--- src/rtl/accum_addsub.sv ---
module accum_addsub #(
  parameter int W = 8
) (
  input  logic         clk,
  input  logic         rst,
  input  logic [W-1:0] a,
  input  logic [W-1:0] b,
  input  logic         use_b,
  input  logic         sub,
  input  logic         load,
  output logic [W-1:0] q,
  output logic         carry_out
);

  logic [W-1:0] opnd;
  logic [W-1:0] a_x;
  logic [W-1:0] sum;
  logic [W:0]   cy;

  assign cy[0] = sub;

  for (genvar i = 0; i < W; i++) begin : g_bit
    assign opnd[i]  = use_b ? b[i] : q[i];
    assign a_x[i]   = a[i] ^ sub;
    assign sum[i]   = opnd[i] ^ a_x[i] ^ cy[i];
    assign cy[i+1]  = (opnd[i] & a_x[i]) | (cy[i] & (opnd[i] | a_x[i]));
  end

  assign carry_out = cy[W];

  always_ff @(negedge clk) begin
    if (rst)       q <= '0;
    else if (load) q <= sum;
  end

  logic [W:0] wide_ref;
  assign wide_ref = {1'b0, (use_b ? b : q)} + {1'b0, (sub ? ~a : a)} + {{W{1'b0}}, sub};

  assert_reset_clears_R1: assert property (@(negedge clk) rst |=> q == '0);

  assert_hold_no_load_R2: assert property (@(negedge clk) disable iff (rst)
    !load |=> $stable(q));

  assert_acc_add_R3: assert property (@(negedge clk) disable iff (rst)
    (load && !use_b && !sub) |=> q == $past(q) + $past(a));

  assert_fresh_sub_R4: assert property (@(negedge clk) disable iff (rst)
    (load && use_b && sub) |=> q == $past(b) - $past(a));

  assert_acc_sub_R6: assert property (@(negedge clk) disable iff (rst)
    (load && !use_b && sub) |=> q == $past(q) - $past(a));

  assert_fresh_add_R5: assert property (@(negedge clk) disable iff (rst)
    (load && use_b && !sub) |=> q == $past(b) + $past(a));

  assert_carry_R7: assert property (@(negedge clk) disable iff (rst)
    carry_out == wide_ref[W]);

endmodule

--- config.mk ---
export PLATFORM = sky130hd
export DESIGN_NAME = accum_addsub
export DESIGN_NICKNAME = d
export VERILOG_FILES = /design/src/rtl/accum_addsub.sv
export SDC_FILE = /design/constraint.sdc
export NUM_CORES = 1
export LEC_CHECK = 0
export BUFFER_PORTS_ARGS = -buffer_cell sky130_fd_sc_hd__buf_2
export CAP_MARGIN = 20
export CORE_AREA = 3 3 40 42
export DETAILED_ROUTE_END_ITERATION = 12
export DIE_AREA = 0 0 43 45
export GPL_TIMING_DRIVEN = 0
export PLACE_DENSITY = 0.87
export RECOVER_POWER = 50
export REMOVE_ABC_BUFFERS = 1
export SYNTH_ARGS = -nofsm -noshare
export SYNTH_HDL_FRONTEND = slang
export SYNTH_SLANG_ARGS = --single-unit
--- constraint.sdc ---
create_clock -name clk -period 8.3 [get_ports clk]
set_input_delay 1.66 -clock clk [delete_from_list [all_inputs] [get_ports clk]]
set_output_delay 1.66 -clock clk [all_outputs]
set_load 0.01 [all_outputs]
==> results of run 1 <==
how the worst max path moves through the flow:
stage / from / to / slack [ns] / depth (start not counted)
global placement: use_b / q[7] / -1.22 / 14
detailed placement: use_b / q[7] / -1.29 / 14
global route: q[0] / carry_out / -1.08 / 12
CTS: q[0] / carry_out / -1.04 / 12
floorplan: q[0] / carry_out / -0.88 / 11
finish: q[0] / carry_out / -0.99 / 12
cell usage after synthesis:
| cell type | count |
|---|---|
| buf_1 | 1 |
| nor2_1 | 7 |
| a31oi_1 | 1 |
| buf_2 | 1 |
| inv_1 | 3 |
| nand2_1 | 2 |
| xnor2_1 | 7 |
| nand4b_1 | 1 |
| o211ai_1 | 1 |
| buf_6 | 2 |
| a211oi_1 | 6 |
| mux2i_1 | 9 |
| dfxtp_1 | 8 |
| o21ai_0 | 2 |
| fa_1 | 7 |
kinds of logic after synthesis:
family / after synthesis / synth area share
flip-flops: 8 / 0.2645
multiplexers: 9 / 0.1488
AND/OR/NAND/NOR: 10 / 0.07026
buffers and inverters: 7 / 0.07023
XOR/XNOR: 7 / 0.1012
adder cells (fa/ha/maj): 7 / 0.2314
AO/OA/AOI/OAI: 10 / 0.1136
tightest hold or removal path, cell delays in order, from the launching register on:
cell      delay [ns]
dfxtp_1         0.31
nor2_1          0.08
a211oi_1        0.05
per-layer routing:
layer  part of all wire  global-route usage
met5                  0                   0
met3              0.083             0.05578
met1               0.36              0.1340
met4              0.020              0.1145
met2               0.53              0.2934
area by class of cell:
cell class / count / area share
multi-input cells: 43 / 0.5096
repair buffers: 32 / 0.2077
flip-flops and latches: 8 / 0.1900
clock inverters: 8 / 0.03535
clock buffers: 3 / 0.02651
well taps: 15 / 0.02209
inverters: 2 / 0.008837
repair_timing:
action	4_1_cts	5_1_grt
gates cloned	0	0
buffers inserted	3	0
gates resized for setup	15	1
pin swaps	3	1
hold buffers	0	0
setup endpoints to repair	4	3
power by group through the flow:
stage               combinational, mW  clock, mW  sequential (mW)
finish                         0.0554     0.0452           0.0483
global route                   0.0620     0.0513           0.0490
CTS                            0.0558     0.0476           0.0481
detailed placement             0.0497    0.00669           0.0484
global placement               0.0473    0.00669           0.0481
floorplan                      0.0273    0.00669           0.0507
stage by stage:
step,instances,hold slack (ns)
final,111,0.4953
after global routing,111,0.5156
after CTS,111,0.4945
after detailed placement,98,0.4912
after global placement,98,0.4817
after floorplan,54,0.5102
==> flow_results.org, run 1 <==
** Cells and area
- Multi-input gate area :: 432.9 µm²
- Summing all flip-flop and latch instances after layout gives 161.4 µm².
- Leaving out fill and tap cells, the most frequent cell in the layout is buf_2.
- Fill cells in the final layout number 102.
- Largest register FFs :: 8
- Share of final-layout standard cells stronger than drive strength 1 :: 0.4271
- For this run, the share of the core covered by cells in the final layout is 0.6611.
- P&R area growth vs syn :: 40.29%
- With fillers left out, the area of the finished cells amounts to 849.6 µm².
- Number of nets at the end of the flow :: 126
- Registers with the most flip-flops :: q (8)
- The repair_antennas step left the layout with diodes totalling 0.
- The top cell types in the final layout, fill and taps aside, are 23 x buf_2, 10 x inv_1, 8 x mux2i_1.
- Counting flops per register, the top entry is q.

** Routing
- Pre-Repair DR Iteration Count :: 4
- Routed wire length per instance :: 12.96 µm
- Summed over all layers, the routed wires come to 1.439 mm.
- Vias per cell :: 5.018
- Number of violations reported at the end of detailed-routing iteration 0 :: 4
- Once detail routing completed, the nets flagged for antenna violations numbered 0.
- In the routed design, unresolved DRC markers number 0.
- Via Count :: 557

** Yosys
- Part of the Yosys area used for sequential elements :: 0.2645
- Share of Yosys cell area claimed by the top area cell type :: 0.2645
- Synthesis produced 58 cells.
- Each instance of the synthesized netlist takes up on average 10.44 µm².
- Ranked by total cell area, the synthesized netlist is headed by dfxtp_1 26%, fa_1 23%, mux2i_1 15%, xnor2_1 10%, a211oi_1 7.4%.
- Warnings, synthesis :: 0
- Post-Syn Area :: 605.6 µm²
- Yosys top cell by area :: dfxtp_1
- #FFs+latches synth :: 8
- The synthesized netlist contains 15 unique library cells.

** Critical path
- CP bufs+invs :: 2
- Worst setup slack for register-to-register paths :: 4.76 ns
- The largest single stage delay on the critical path is 0.37 ns.
- The startpoint identified for the worst register-to-register timing path is q[0].
- The worst setup path is of the register to output port kind.
- On the critical path the largest part of the delay comes from adder cells.
- Logic depth of the worst register-to-register path :: 13
- The most numerous cell type found on the critical path is fa_2.
- Data arrival time of the critical path :: 7.63 ns
- Traced cell by cell, the critical path runs through mux2i_2 -> nand2_1 -> o21ai_2 -> fa_2 -> fa_2 -> fa_2 -> fa_2 -> fa_2 -> fa_2 -> fa_2 -> inv_1 -> buf_2.
- Slowest cell on the critical path :: fa_2
- Category of the worst setup path launch point :: register
- STA classifies the critical path endpoint as an output port.
- Crit path max fanout :: 4
- The endpoint identified for the worst register-to-register timing path is q[7].
- WP data required :: 6.64 ns

** Global route
- Global-route wire length before repair :: 2.118 mm
- The via count of the first global-routing pass came to 528.
- Global-route usage over all layers :: 0.1556
- Overall overflow remaining after global route :: 0
- The initial antenna violation count is 0.
- Entering global routing, the biggest net connects 17 pins.

** Min path
- The startpoint identified for the worst hold timing path is q[2].
- The tightest min-delay check is of the register to register type.
- End point of the worst hold path :: q[2]
- The worst hold path was traced through 2 stages.

** STA
- For the final routed database, the setup TNS stands at -1.605 ns.
- At the pin with the least slew margin, the transition time is 0.2510 ns.
- Hold Fails Final Rpt :: 0
- RSZ-0062 raised after global routing :: true
- Final number of setup-violating endpoints :: 3
- Final Max Slew Viols :: 0
- In this run the tightest slew margin relative to its limit is 0.8279.
- In the post-route analysis, the smallest setup slack over all paths is -0.9936 ns.
- For the final database, setup skew stands at 0.02418 ns.

** Clock network
- The clock reaches the later pin of the worst-skew pair after 0.33 ns.
- CTS tree :: done
- CTS saw 8 sinks.
- In this run the number of H-tree levels came out at 1.
- After clock tree synthesis, the clock-pin slew on the worst setup and hold paths is 0.03 ns.
- Clock tree synthesis selected as its root buffer the cell clkbuf_4.
- Clock tree buffer depth :: 2
- TritonCTS buffer count :: 3

** Pwr
- Combinational share of power :: 0.372
- Pint :: 0.09322 mW
- Leakage power summed over all cells :: 0.3961 nW
- Seq pwr share :: 0.325
- Areal power density over the cells :: 175.3 nW/µm²
- Peak supply drop :: 0.07652 mV
- In this run the power spent charging and discharging nets is 0.05572 mW.
- The design draws 0.1489 mW.
- The share of total power dissipated in the clock network is 0.303.
- Of the total power, the share spent switching nets is 0.3741.

** Status
- Status :: finished, violations left
- Violated checks :: setup timing

** Floorplan
- Die Y-Extent :: 45 µm
- For this configuration, the core starts out at a cell density of 0.4713.
- 30 I/O pins were placed.
- Core Region :: 1285 µm²
- The die is 43 µm wide.
- In this run the core area contains 13 standard-cell rows.
- The floorplan step defined a die boundary enclosing 1935 µm².

** Placed design
- Placer Congestion :: 0.7616
- Before CTS, the worst setup slack after placement is -1.289 ns.
- Count of buffers inserted at the top-level ports :: 29
- DP Area :: 738.2 µm²

** Run
- # Max-Cap Violations :: 0
No activity file was read; power rests on OpenSTA's default activity.
==> inputs of run 2 (changes only) <==
--- a/config.mk
+++ b/config.mk
@@ -7,11 +7,12 @@
 export LEC_CHECK = 0
 export BUFFER_PORTS_ARGS = -buffer_cell sky130_fd_sc_hd__buf_2
 export CAP_MARGIN = 20
-export CORE_AREA = 3 3 40 42
+export CORE_MARGIN = 3
+export CORE_UTILIZATION = 39
 export DETAILED_ROUTE_END_ITERATION = 12
-export DIE_AREA = 0 0 43 45
 export GPL_TIMING_DRIVEN = 0
-export PLACE_DENSITY = 0.87
+export MAX_ROUTING_LAYER = met4
+export PLACE_DENSITY = 0.8
 export RECOVER_POWER = 50
 export REMOVE_ABC_BUFFERS = 1
 export SYNTH_ARGS = -nofsm -noshare
==> constraint.sdc (replaced) <==
create_clock -name clk -period 8.1 [get_ports clk]
set_input_delay 1.62 -clock clk [delete_from_list [all_inputs] [get_ports clk]]
set_output_delay 1.62 -clock clk [all_outputs]
set_load 0.01 [all_outputs]
==> run 2 against run 1 <==
The flow still finishes with violations (setup timing). Power grew 6.5%. Largest cell class unchanged. First-iteration DRC count decreased by 50%. Final area is 2.9% higher. Routed wire length up 4.3%. Via count rose by 4.1%. Flip-flop and latch count stayed put. Count of clock-buffer cells in the layout did not move. Sequential power up 3%. Combinational power is 9.2% higher. Highest routed layer unchanged. Non-clock buffer count increased by 1.
==> flow_results.org, run 2 (synthesized netlist as in run 1, its figures left out) <==
** Status
- The flow ran to the end, but the final reports show violations.
- Violated checks :: setup timing

** Cells and area
- More flip-flops sit in one register than any other, and that register is q.
- In the final layout, the share of cells above drive strength 1 is 0.4536.
- The register with the most flip-flops in the layout has 8 of them.
- The final layout contains 127 nets.
- After filler insertion, the fill cell instance count of the layout stands at 121.
- Final instance area :: 874.6 µm²
- Most used cells in the layout excluding fill and tap cells :: 22 x buf_2, 8 x mux2i_1, 8 x inv_1
- In the final layout, the multi-input gates occupy 441.7 µm².
- Relative to the synthesized area, the layout overhead comes to 44.42%.
- Antenna cell count :: 0
- Area used by sequential logic in the layout :: 163.9 µm²
- The finished layout holds 112 standard cells, fillers aside.
- The library cell used most frequently in the layout, excluding fill and tap cells, is buf_2.
- In the final layout, the registers with the most flip-flops are q (8).

** Placed design
- During placement, the flow inserted port buffers numbering 29.
- The placed instances occupy a cell area of 738.2 µm².
- Final HPWL DP :: 979 µm
- Placer Congestion :: 0.7572
- In this run, placement finished with an instance count of 98.

** Global route
- Overall overflow remaining after global route :: 0
- Busiest layer in global routing :: met2
- Met2 track demand over resource :: 0.3008
- Across every metal layer, demand over resource in global routing totals 0.1681.
- Pin count of the biggest net entering global routing :: 17
- The via count of the first global-routing pass came to 620.
- In the global route stage, met3 resource usage came out at 0.01976.
- The initial antenna violation count is 0.
- Met1 track demand over resource in global routing :: 0.1450
- Global-route wire length before repair :: 2.332 mm

** STA
- For the pin with the worst max-slew slack, the measured transition is 0.2902 ns.
- The count of endpoints failing hold in the final timing report came to 0.
- Final number of setup-violating endpoints :: 3
- Setup repair after global routing could not meet its margin everywhere.
- Headroom to the max-slew limit came out at 0.8010.
- Worst Skew :: 0.02368 ns
- The max-slew violation count is 0.
- Setup slack on the critical path of the routed design comes to -1.030 ns.
- The tightest hold path in the finished design has a slack of 0.5007 ns.

** Floorplan
- The initialized floorplan defines 13 standard-cell rows.
- The die covers 2062 µm².
- Starting utilization of the core area :: 0.4380
- Core Region :: 1383 µm²
- Die Y-Extent :: 45.41 µm
- DIE WIDTH :: 45.41 µm
- During I/O placement, the number of pins put on the boundary was 30.

** Routing
- Vias per cell :: 5.179
- The final layout contains routed wiring with a total length of 1.501 mm.
- The first TritonRoute pass finished after 4 iterations.
- Number of violations reported at the end of detailed-routing iteration 0 :: 2
- The routed layout has 580 vias.
- Dividing the detail-routed wire length by the instance count gives 13.40 µm.
- For this run, design rule violations remaining after detail routing come to 0.
- The count of nets left with antenna violations once routing finished came out at 0.

** Critical path
- Type of the setup path with the least slack :: register to output port
- In this run the worst path has a maximum fanout of 4.
- Delay contributed by the slowest stage of the critical path :: 0.36 ns
- Data arrival time of the critical path :: 7.51 ns
- WP data required :: 6.48 ns
- For flop-to-flop paths, the worst setup slack is 4.59 ns.
- In this run the critical register-to-register path is captured at q[7].
- Traced cell by cell, the critical path runs through mux2i_4 -> nand2_1 -> o21ai_2 -> fa_2 -> fa_2 -> fa_2 -> fa_2 -> fa_2 -> fa_2 -> fa_2 -> inv_2 -> buf_6.
- Logic depth of the worst register-to-register path :: 13
- Type of element capturing the critical path :: output port
- Slowest cell on the critical path :: fa_2
- Cell type group with the largest total delay on the critical path :: adder cells
- The startpoint identified for the worst register-to-register timing path is q[0].
- By instance count, the cell type seen most on the critical path is fa_2.
- STA classifies the critical path startpoint as a register.
- CP bufs+invs :: 2

** Pwr
- IR analysis of the VDD net gives a maximum drop of 0.1043 mV.
- Leakage power summed over all cells :: 0.4014 nW
- Areal power density over the cells :: 181.4 nW/µm²

** Min path
- For hold timing, the worst endpoint is q[1].
- Tightest Hold Check Type :: register to register
- In this run the most critical hold path is launched from q[1].
- Counting instances, the worst hold path has a depth of 2.

** Clock network
- In this run the number of H-tree levels came out at 1.
- Counting every sink on the clock net gives 8.
- Clock-pin slew was measured on the worst setup and hold paths at 0.03 ns.
- TritonCTS built the clock tree.
- CTS Root Cell :: clkbuf_4
- TritonCTS buffer count :: 3
- Latest clock arrival within the worst-skew pair :: 0.33 ns
- Clock tree buffer depth :: 2

** Run
- The tool flagged a number of max-cap violations equal to 0.
==> run 2: cell types whose count changed in the layout (fill, tap and decap cells not counted), sizes merged <==
cell  previous run  this run
buf             27        28
==> run 2: power breakdown <==
part	internal [mW]	switching, mW	leakage, nW
Clock	0.0224	0.0260	0.0564
Combinational	0.0309	0.0296	0.278
Sequential	0.0452	0.00449	0.0671
==> run 2: how the worst max path moves through the flow <==
stage	depth (start not counted)	end	slack, ns	startpoint
global placement	14	q[7]	-1.28	use_b
global route	12	carry_out	-1.15	q[0]
detailed placement	14	q[7]	-1.34	use_b
floorplan	11	carry_out	-0.94	q[0]
CTS	12	carry_out	-1.09	q[0]
finish	12	carry_out	-1.03	q[0]
==> run 2: what timing repair did <==
| action | in CTS | in global routing |
|---|---|---|
| hold buffers | 0 | 0 |
| gates resized for setup | 14 | 7 |
| setup endpoints to repair | 4 | 3 |
| pin swaps | 3 | 1 |
| buffers inserted | 3 | 1 |
==> run 2: area by class of cell <==
cell class	instances	area share
Tap cell	15	0.02146
Sequential cell	8	0.1874
Clock inverter	8	0.03433
Inverter	2	0.008584
Timing Repair Buffer	33	0.2175
Multi-Input combinational cell	43	0.5050
Clock buffer	3	0.02575
==> run 2: routing by layer <==
| metal | part of all wire | up-vias | wire length (µm) |
|---|---|---|---|
| met2 | 0.56 | 21 | 838 |
| met5 | 0 | - | 0 |
| met1 | 0.36 | 277 | 540 |
| met4 | 0.032 | 0 | 48 |
| li1 | - | 278 | - |
| met3 | 0.049 | 4 | 73 |
==> run 2: per-stage QoR <==
stage               setup WS (ns)  utilization  setup TNS (ns)  power [mW]
floorplan                 -0.9379            -          -2.337     0.08673
global placement           -1.285       0.5339          -3.633      0.1044
detailed placement         -1.340       0.5339          -3.956      0.1070
CTS                        -1.090       0.6145          -1.721      0.1565
global route               -1.153       0.6326          -2.084      0.1747
finish                     -1.030       0.6326          -1.836      0.1586
==> run 2: tightest hold or removal path, delay by kind of cell (launching register included) <==
family / cells / cell delay (ns)
flops: 1 / 0.31
compound gates: 1 / 0.05
simple gates: 1 / 0.08
